==> config.mk <==
export PLATFORM = sky130hd
export DESIGN_NAME = uart_tx_core
export DESIGN_NICKNAME = d
export VERILOG_FILES = /design/src/rtl/uart_tx_pkg.sv /design/src/rtl/uart_tx_buffer.sv /design/src/rtl/uart_tx_shifter.sv /design/src/rtl/uart_tx_core.sv
export SDC_FILE = /design/constraint.sdc
export NUM_CORES = 1
export LEC_CHECK = 0
export ABC_CLOCK_PERIOD_IN_PS = 5400
export BUFFER_PORTS_ARGS = -buffer_cell sky130_fd_sc_hd__clkbuf_2
export CORE_MARGIN = 5
export CORE_UTILIZATION = 50
export CTS_CLUSTER_SIZE = 30
export DETAILED_ROUTE_END_ITERATION = 8
export MAX_ROUTING_LAYER = met4
export PLACE_DENSITY = 0.66
export SLEW_MARGIN = 10
export SYNTH_ARGS = -nofsm -noshare
export SYNTH_HDL_FRONTEND = slang
export SYNTH_HIERARCHICAL = 1
export SYNTH_SLANG_ARGS = --single-unit
==> constraint.sdc <==
create_clock -name clk -period 5.4 [get_ports clk]
set_input_delay 0.54 -clock clk [delete_from_list [all_inputs] [get_ports clk]]
set_output_delay 0.54 -clock clk [all_outputs]
set_load 0.03 [all_outputs]
==> src/rtl/uart_tx_pkg.sv <==
package uart_tx_pkg;

    localparam int DATA_W = 8;

    typedef enum logic [2:0] {
        S_IDLE,
        S_START,
        S_DATA,
        S_PARITY,
        S_STOP
    } tx_state_t;

    function automatic logic [4:0] bit_ticks(input logic [1:0] code);
        logic [4:0] n;
        unique case (code)
            2'd1:    n = 5'd8;
            2'd2:    n = 5'd4;
            default: n = 5'd16;
        endcase
        return n;
    endfunction

    function automatic logic [3:0] data_bits(input logic [1:0] code);
        return 4'd5 + {2'b00, code};
    endfunction

    function automatic logic [DATA_W-1:0] data_mask(input logic [1:0] code);
        return {DATA_W{1'b1}} >> (2'd3 - code);
    endfunction

endpackage

==> src/rtl/uart_tx_buffer.sv <==
module uart_tx_buffer #(
    parameter int DEPTH = 16,
    parameter int W     = 8
) (
    input  logic         clk,
    input  logic         rst_n,
    input  logic         fifo_en,
    input  logic         wr_en,
    input  logic [W-1:0] wr_data,
    input  logic         rd_en,
    output logic [W-1:0] rd_data,
    output logic         empty,
    output logic         full
);
    localparam int AW = (DEPTH > 1) ? $clog2(DEPTH) : 1;
    localparam int CW = AW + 1;

    logic [W-1:0]  mem [DEPTH];
    logic [AW-1:0] wptr, rptr;
    logic [CW-1:0] count;
    logic          push, pop;

    function automatic logic [AW-1:0] step(input logic [AW-1:0] p);
        return (p == AW'(DEPTH - 1)) ? '0 : p + 1'b1;
    endfunction

    assign empty   = (count == '0);
    assign full    = fifo_en ? (count == CW'(DEPTH)) : !empty;
    assign push    = wr_en && !full;
    assign pop     = rd_en && !empty;
    assign rd_data = mem[rptr];

    always_ff @(posedge clk) begin
        if (push) mem[wptr] <= wr_data;
    end

    always_ff @(posedge clk or negedge rst_n) begin
        if (!rst_n) begin
            wptr  <= '0;
            rptr  <= '0;
            count <= '0;
        end else begin
            if (push) wptr <= step(wptr);
            if (pop)  rptr <= step(rptr);
            unique case ({push, pop})
                2'b10:   count <= count + 1'b1;
                2'b01:   count <= count - 1'b1;
                default: count <= count;
            endcase
        end
    end

    p_no_overflow_r6: assert property (@(posedge clk) disable iff (!rst_n)
        count <= CW'(DEPTH));
    p_single_cap_r7: assert property (@(posedge clk) disable iff (!rst_n)
        !fifo_en |-> count <= CW'(1));
    p_pop_nonempty_r8: assert property (@(posedge clk) disable iff (!rst_n)
        rd_en |-> !empty);

endmodule

==> src/rtl/uart_tx_shifter.sv <==
module uart_tx_shifter
    import uart_tx_pkg::*;
(
    input  logic              clk,
    input  logic              rst_n,
    input  logic              tick,
    input  logic [1:0]        ratio,
    input  logic [1:0]        len,
    input  logic              par_en,
    input  logic              par_odd,
    input  logic              two_stop,
    input  logic              avail,
    input  logic [DATA_W-1:0] data,
    output logic              pop,
    output logic              txd,
    output logic              busy
);
    localparam int IW = $clog2(DATA_W) + 1;

    tx_state_t         state, state_nx;
    logic [4:0]        tick_cnt, tick_lim;
    logic [IW-1:0]     bit_idx, nbits;
    logic [DATA_W-1:0] shreg;
    logic              par_q, stop_q;
    logic              bit_end, last_stop;

    assign tick_lim  = bit_ticks(ratio);
    assign nbits     = IW'(data_bits(len));
    assign bit_end   = tick && (tick_cnt == tick_lim - 5'd1);
    assign last_stop = (stop_q == two_stop);
    assign busy      = (state != S_IDLE);

    // state register
    always_ff @(posedge clk or negedge rst_n) begin
        if (!rst_n) state <= S_IDLE;
        else        state <= state_nx;
    end

    // transitions
    always_comb begin
        state_nx = state;
        pop      = 1'b0;
        unique case (state)
            S_IDLE: if (avail) begin
                state_nx = S_START;
                pop      = 1'b1;
            end
            S_START: if (bit_end) state_nx = S_DATA;
            S_DATA: if (bit_end && bit_idx == nbits - 1'b1)
                state_nx = par_en ? S_PARITY : S_STOP;
            S_PARITY: if (bit_end) state_nx = S_STOP;
            S_STOP: if (bit_end && last_stop) begin
                if (avail) begin
                    state_nx = S_START;
                    pop      = 1'b1;
                end else begin
                    state_nx = S_IDLE;
                end
            end
            default: state_nx = S_IDLE;
        endcase
    end

    // datapath registers
    always_ff @(posedge clk or negedge rst_n) begin
        if (!rst_n) begin
            tick_cnt <= '0;
            bit_idx  <= '0;
            shreg    <= '0;
            par_q    <= 1'b0;
            stop_q   <= 1'b0;
        end else if (pop) begin
            tick_cnt <= '0;
            bit_idx  <= '0;
            shreg    <= data;
            par_q    <= (^(data & data_mask(len))) ^ par_odd;
            stop_q   <= 1'b0;
        end else if (busy && tick) begin
            tick_cnt <= bit_end ? 5'd0 : tick_cnt + 5'd1;
            if (bit_end && state == S_DATA) begin
                shreg   <= shreg >> 1;
                bit_idx <= bit_idx + 1'b1;
            end
            if (bit_end && state == S_STOP) stop_q <= 1'b1;
        end
    end

    // outputs
    always_comb begin
        unique case (state)
            S_START:  txd = 1'b0;
            S_DATA:   txd = shreg[0];
            S_PARITY: txd = par_q;
            default:  txd = 1'b1;
        endcase
    end

    p_tick_bound_r2: assert property (@(posedge clk) disable iff (!rst_n)
        busy |-> tick_cnt < tick_lim);
    p_load_waiting_r10: assert property (@(posedge clk) disable iff (!rst_n)
        pop |=> state == S_START);

endmodule

==> src/rtl/uart_tx_core.sv <==
module uart_tx_core
    import uart_tx_pkg::*;
#(
    parameter int DEPTH = 16
) (
    input  logic              clk,
    input  logic              rst_n,
    input  logic              bit_tick,
    input  logic [1:0]        cfg_ratio,
    input  logic [1:0]        cfg_len,
    input  logic              cfg_par_en,
    input  logic              cfg_par_odd,
    input  logic              cfg_two_stop,
    input  logic              cfg_fifo_en,
    input  logic              cfg_irq_en,
    input  logic              wr_en,
    input  logic [DATA_W-1:0] wr_data,
    output logic              txd,
    output logic              thr_empty,
    output logic              tx_idle,
    output logic              irq
);
    logic [DATA_W-1:0] buf_data;
    logic              buf_empty, buf_full, buf_pop, shf_busy;

    uart_tx_buffer #(.DEPTH(DEPTH), .W(DATA_W)) u_buf (
        .clk     (clk),
        .rst_n   (rst_n),
        .fifo_en (cfg_fifo_en),
        .wr_en   (wr_en),
        .wr_data (wr_data),
        .rd_en   (buf_pop),
        .rd_data (buf_data),
        .empty   (buf_empty),
        .full    (buf_full)
    );

    uart_tx_shifter u_shf (
        .clk      (clk),
        .rst_n    (rst_n),
        .tick     (bit_tick),
        .ratio    (cfg_ratio),
        .len      (cfg_len),
        .par_en   (cfg_par_en),
        .par_odd  (cfg_par_odd),
        .two_stop (cfg_two_stop),
        .avail    (!buf_empty),
        .data     (buf_data),
        .pop      (buf_pop),
        .txd      (txd),
        .busy     (shf_busy)
    );

    assign thr_empty = buf_empty;
    assign tx_idle   = buf_empty && !shf_busy;
    assign irq       = cfg_irq_en && buf_empty;

    p_idle_line_r9: assert property (@(posedge clk) disable iff (!rst_n)
        tx_idle |-> txd);
    p_write_clears_r11: assert property (@(posedge clk) disable iff (!rst_n)
        (wr_en && !buf_full) |=> !irq);

endmodule

==> Word-level counts from Yosys, hierarchy flattened <==
Memory sizes are Yosys's and may differ from the RTL's.
Cells that the tools add are included.
{ "classes": {"n_addsub": 10, "eq_ne": 19, "shifts": 1, "n_mux": 31, "bitwise_logic": 2, "reduce_logical": 24} }
{ "op_table": {"columns": ["operator", "n"], "rows": [
  ["8-bit 2-to-1 mux", 3],
  ["4-bit 2-to-1 mux", 5],
  ["5-bit case mux with 2 select lines", 2],
  ["3-bit 2-to-1 mux", 6],
  ["5-bit 2-to-1 mux", 3],
  ["3-bit case mux with 5 select lines", 1],
  ["4-bit by 1-bit adder with 4-bit output, second input constant", 3],
  ["5-bit by 1-bit adder with 5-bit output, second input constant", 2],
  ["1-bit logical AND", 10],
  ["5-bit by 1-bit subtractor with 5-bit output, second input constant", 2],
  ["1-bit 2-to-1 mux", 9],
  ["8-bit AND", 1],
  ["4-bit equality test, second input constant", 2],
  ["2-bit by 1-bit inequality test with 1-bit output, second input constant", 4],
  ["2-bit nonzero test", 4],
  ["8-bit parity", 1],
  ["8-bit by 2-bit >> shifter with 8-bit output, first input constant", 1],
  ["3-bit by 2-bit equality test with 1-bit output, second input constant", 2],
  ["5-bit equality test", 1],
  ["5-bit equality test, second input constant", 1],
  ["5-bit zero test", 1],
  ["5-bit AND reduction", 1],
  ["3-bit by 2-bit adder with 4-bit output, first input constant", 1],
  ["2-bit by 1-bit equality test with 1-bit output, second input constant", 2],
  ["other kinds (15)", 19]
]} }
{ "word_totals": {"reg_bits": 35, "mem_bits_rw": 128, "input_bits": 21, "elab_cells": 97, "n_memories": 1} }
{ "memory_table": {"columns": ["name", "words", "word_bits", "rd", "rd_clocked_by_memory_dff", "write_ports", "line_no", "text"], "rows": [
  ["u_buf.mem", 16, 8, 1, 0, 1, "uart_tx_buffer.sv:18", "logic [W-1:0] mem [DEPTH];"]
]} }

==> Longest topological paths before layout <==
{ "logic_depth": {"word_depth": 11, "ltp_mapped": 17} }

==> Modules after synthesis <==
The synthesis kept the hierarchy.
{ "by_module_without_submodules": {"columns": ["mod", "n_inst", "cells_per_inst", "area_per_inst_um2", "seq_area_each_um2"], "rows": [
  ["uart_tx_buffer", 1, 306, 5756.8, 4169.0],
  ["uart_tx_shifter", 1, 132, 1392.6, 550.5],
  ["uart_tx_core", 1, 3, 23.8, 0.0]
]} }

==> Least setup slack after synthesis <==
OpenSTA, ideal clock, no wires.
{ "synth_timing": {"kind": "reg-to-reg", "from": "reg u_buf.count[1]", "to": "reg u_buf.count[4]", "setup_time_ps": 143, "arrival_time_ps": 3635, "required_ps": 5257, "path_slack_ps": 1623, "path_stages_with_launch": 17, "path_buffers": 3, "cell_sequence": "dfrtp_1 -> or4_4 -> nor2_1 -> inv_1 -> and3_1 -> buf_4 -> buf_4 -> o21ai_2 -> inv_1 -> ha_1 -> clkbuf_1 -> xor2_1 -> ha_1 -> nor3_1 -> o2111ai_1 -> o311ai_0 -> xor2_1"} }
{ "synth_via": {"elab_chain_len": 7, "word_cells_on_any_way": 16, "classes_between": "add/sub (2); eq/ne (3); mux (5); reduce/logical (6)"} }
{ "synth_lines": {"columns": ["element", "line_no", "text"], "rows": [
  ["start, declared", "uart_tx_buffer.sv:20", "logic [CW-1:0] count;"],
  ["start signal, assigned", "uart_tx_buffer.sv:46", "2'b10: count <= count + 1'b1;"],
  ["start signal, assigned", "uart_tx_buffer.sv:47", "2'b01: count <= count - 1'b1;"],
  ["start signal, assigned", "uart_tx_buffer.sv:48", "default: count <= count;"],
  ["5-bit zero test (*)", "uart_tx_buffer.sv:27", "assign empty = (count == '0);"],
  ["net thr_empty", "uart_tx_core.sv:19", "output logic thr_empty,"],
  ["1-bit 2-to-1 mux (*)", "uart_tx_shifter.sv:44, uart_tx_shifter.sv:53", null],
  ["1-bit 2-to-1 mux", "uart_tx_shifter.sv:52", "S_STOP: if (bit_end && last_stop) begin"],
  ["1-bit case mux with 2 select lines (*)", "uart_tx_shifter.sv:43", "unique case (state)"],
  ["net buf_pop", "uart_tx_core.sv:24", "logic buf_empty, buf_full, buf_pop, shf_busy;"],
  ["1-bit logical AND (*)", "uart_tx_buffer.sv:30", "assign pop = rd_en && !empty;"],
  ["net u_buf.pop", "uart_tx_buffer.sv:21", "logic push, pop;"],
  ["2-bit by 1-bit equality test with 1-bit output / 2-bit equality test (equally long branches)", "uart_tx_buffer.sv:45", "unique case ({push, pop})"],
  ["5-bit case mux with 2 select lines / 2-bit nonzero test (equally long branches)", null, null]
]} }
Mark *: on every way through the listed nets, which the timed path passes. The rest lies on a longest branch.
A chain may end at the register's enable or synchronous reset.

==> Worst setup path in the final report <==
{ "layout_timing": {"from": "reg u_buf.count[1]", "to": "reg u_buf.count[4]"} }
{ "layout_via": {"elab_chain_len": 7, "word_cells_on_any_way": 16, "classes_between": "add/sub (2); eq/ne (3); mux (5); reduce/logical (6)"} }
{ "layout_lines": {"columns": ["element", "line_no"], "rows": [
  ["5-bit zero test (*)", "uart_tx_buffer.sv:27"],
  ["1-bit 2-to-1 mux (*)", "uart_tx_shifter.sv:44, uart_tx_shifter.sv:53"],
  ["1-bit 2-to-1 mux", "uart_tx_shifter.sv:52"],
  ["1-bit case mux with 2 select lines (*)", "uart_tx_shifter.sv:43"],
  ["net buf_pop", "uart_tx_core.sv:24"],
  ["1-bit logical AND (*)", "uart_tx_buffer.sv:30"],
  ["net u_buf.pop", "uart_tx_buffer.sv:21"],
  ["2-bit by 1-bit equality test with 1-bit output / 2-bit equality test (equally long branches)", "uart_tx_buffer.sv:45"],
  ["5-bit case mux with 2 select lines / 2-bit nonzero test (equally long branches)", null]
]} }
Marked as above.

==> results by group <==
Outcome
  – Status: finished, final reports clean

Clock tree
  – Post-CTS Setup Inserts: 0
  – CTS Sinks: 163
  – Worst-skew pair later-pin latency: 0.43 ns
  – Post-CTS sizing: 0
  – Reg clk slew, reported paths: 0.06 ns
  – CTS tree: done
  – Htree depth: 4
  – Clk buf depth: 2
  – Root buffer cell: clkbuf_16
  – Cts bufs inserted: 17
  – CTS Hold Buffers Added: 0

Power and ir drop
  – Pleak: 2.87 nW
  – Peak supply drop: 0.000260 V
  – PwrDens: 541 nW/µm²
  – Total power: 4.34 mW

Synthesis
  – YS warnings: 6
  – Syn nets: 473
  – Synthesized area per cell: 16.3 µm²
  – Cell count after synthesis: 440
  – Synthesized cell area: 7170 µm²

Route
  – Routed vias: 3892
  – Antenna-violating nets left: 0
  – DR vias/cell: 5.90
  – DRT iter0 DRCs: 399
  – Drt drc: 0
  – Post-Route WL: 13800 µm
  – Routed len/inst: 20.8 µm
  – First-pass detailed-route iteration total: 5

Critical path
  – CP startpoint: u_buf/count[1]
  – FF-to-FF path depth: 13
  – CP Depth: 13
  – Crit-path max FO: 20
  – CP max stage delay: 0.62 ns
  – Reg-to-Reg Start: u_buf/count[1]
  – Setup crit end: u_buf/count[4]
  – WS Path Type: reg2reg
  – CP Buf/Inv Count: 3
  – Critical R2R Capture: u_buf/count[4]
  – Crit end category: flip-flop
  – Slowest cell on crit path: or4_4
  – Crit path launch type: flip-flop
  – Worst-path cell chain: or4_4 -> nor2_1 -> inv_1 -> and3_1 -> buf_4 -> o21ai_2 -> inv_1 -> ha_1 -> ha_1 -> o21ai_0 -> o2111ai_1 -> o311ai_0 -> xor2_1
  – Critical Path RT: 5.69 ns
  – Delay-heaviest family, CP: simple AND/OR/NAND/NOR gates
  – Reg-to-reg slack, setup: 1.76 ns
  – Crit path DAT: 3.93 ns

Cells and area
  – Finished layout cell area: 8020 µm²
  – Fillers: 1082
  – Post-Layout Cell Count: 660
  – # diodes: 0
  – Share of cells above drive strength 1: 25.4%
  – Area growth, synth to finish: 11.8%
  – Nets@finish: 500

Place
  – Inst Count DP: 628
  – PortBufs: 24
  – DPL Wire Length: 8750 µm
  – Dpl cell area: 7460 µm²
  – RD Place Congestion: 0.829

Floorplan
  – Rows: 43
  – Die width: 130 µm
  – Core Area: 14000 µm²
  – Die ar.: 16800 µm²
  – Die height: 130 µm
  – Initial core utilization: 51.3%
  – Ports: 25

Timing
  – RSZ-0062 raised after global routing: no
  – Fin. max-slew vios: 0
  – Tcrit/Tclk final: 67.3%
  – Hold Fails Final Rpt: 0
  – Setup TNS: 0 ns
  – Final Skew: 0.0115 ns
  – Max Freq: 275 MHz
  – Worst hold slack: 0.225 ns
  – # setup viols final: 0
  – Final critical-path required period: 3.64 ns
  – Worst Tran Pin Value: 0.949 ns
  – Slew margin rel.: 36.7%

Global route
  – Pin count of the biggest net entering global routing: 37
  – First-pass GRT wire length: 21700 µm
  – GR Util All Layers: 18.2%
  – Initial antenna violation count: 0
  – Number of global-route vias before repair: 3916
  – GRT Residual Overflow: 0

Worst hold path
  – HP Class: in2async

Flow run
  – MaxCap Viol Count: 0
[through the flow]
step | utilization [%] | worst slack (ns)
2_1_floorplan | - | 1.62
3_3_place_gp | 53.3 | 1.73
3_5_place_dp | 53.3 | 1.57
4_1_cts | 57.3 | 1.78
5_1_grt | 57.3 | 1.42
6_report | 57.3 | 1.76
[registers in the layout (all words and copies together) (netlist names)]
signal,flops
u_shf/stop_q,1
u_shf/par_q,1
u_buf/mem,128
u_buf/wptr,4
u_shf/tick_cnt,5
u_shf/bit_idx,4
u_shf/shreg,8
u_buf/count,5
u_shf/state,3
u_buf/rptr,4
[cells in the final DEF, fill, tap and decap left out, types with 15 or more instances in the layout]
master / count
edfxtp_1: 128
dfrtp_1: 34
mux4_2: 32
clkbuf_2: 24
nand2_1: 24
nor2_1: 22
clkbuf_16: 17
a22oi_1: 16
inv_1: 15
[metal layers]
metal  vias to the layer above  GRT usage (%)  share of wire [%]
met4                         0           4.77                1.0
met2                       114           28.7                 50
met5                         -              -                  0
met1                      1981           23.9                 44
li1                       1783              -                  -
met3                        14           4.79                5.1
[report_power, final]
part | internal [mW] | total (mW) | switching, mW
sequential | 1.52 | 1.72 | 0.204
clock | 0.641 | 1.14 | 0.496
combinational | 0.741 | 1.48 | 0.735
[worst min path at each step]
| stage | startpoint | endpoint | slack [ns] |
|---|---|---|---|
| 2_1_floorplan | rst_n | u_buf/count[0] | 0.24 |
| 3_3_place_gp | u_shf/shreg[1] | u_shf/shreg[0] | 0.51 |
| 3_5_place_dp | u_shf/par_q | u_shf/par_q | 0.52 |
| 4_1_cts | rst_n | u_buf/count[0] | 0.26 |
| 5_1_grt | rst_n | u_buf/count[0] | 0.30 |
| 6_report | rst_n | u_buf/count[0] | 0.22 |
[cell type report]
| class | instances | area (µm²) | area share [%] |
|---|---|---|---|
| Timing Repair Buffer | 31 | 173 | 2.15 |
| Tap cell | 180 | 225 | 2.81 |
| Sequential cell | 163 | 4720 | 58.9 |
| Multi-Input combinational cell | 239 | 2280 | 28.5 |
| Clock buffer | 19 | 433 | 5.40 |
| Inverter | 15 | 56.3 | 0.702 |
| Clock inverter | 13 | 129 | 1.61 |
No activity file was read; power rests on OpenSTA's default activity.
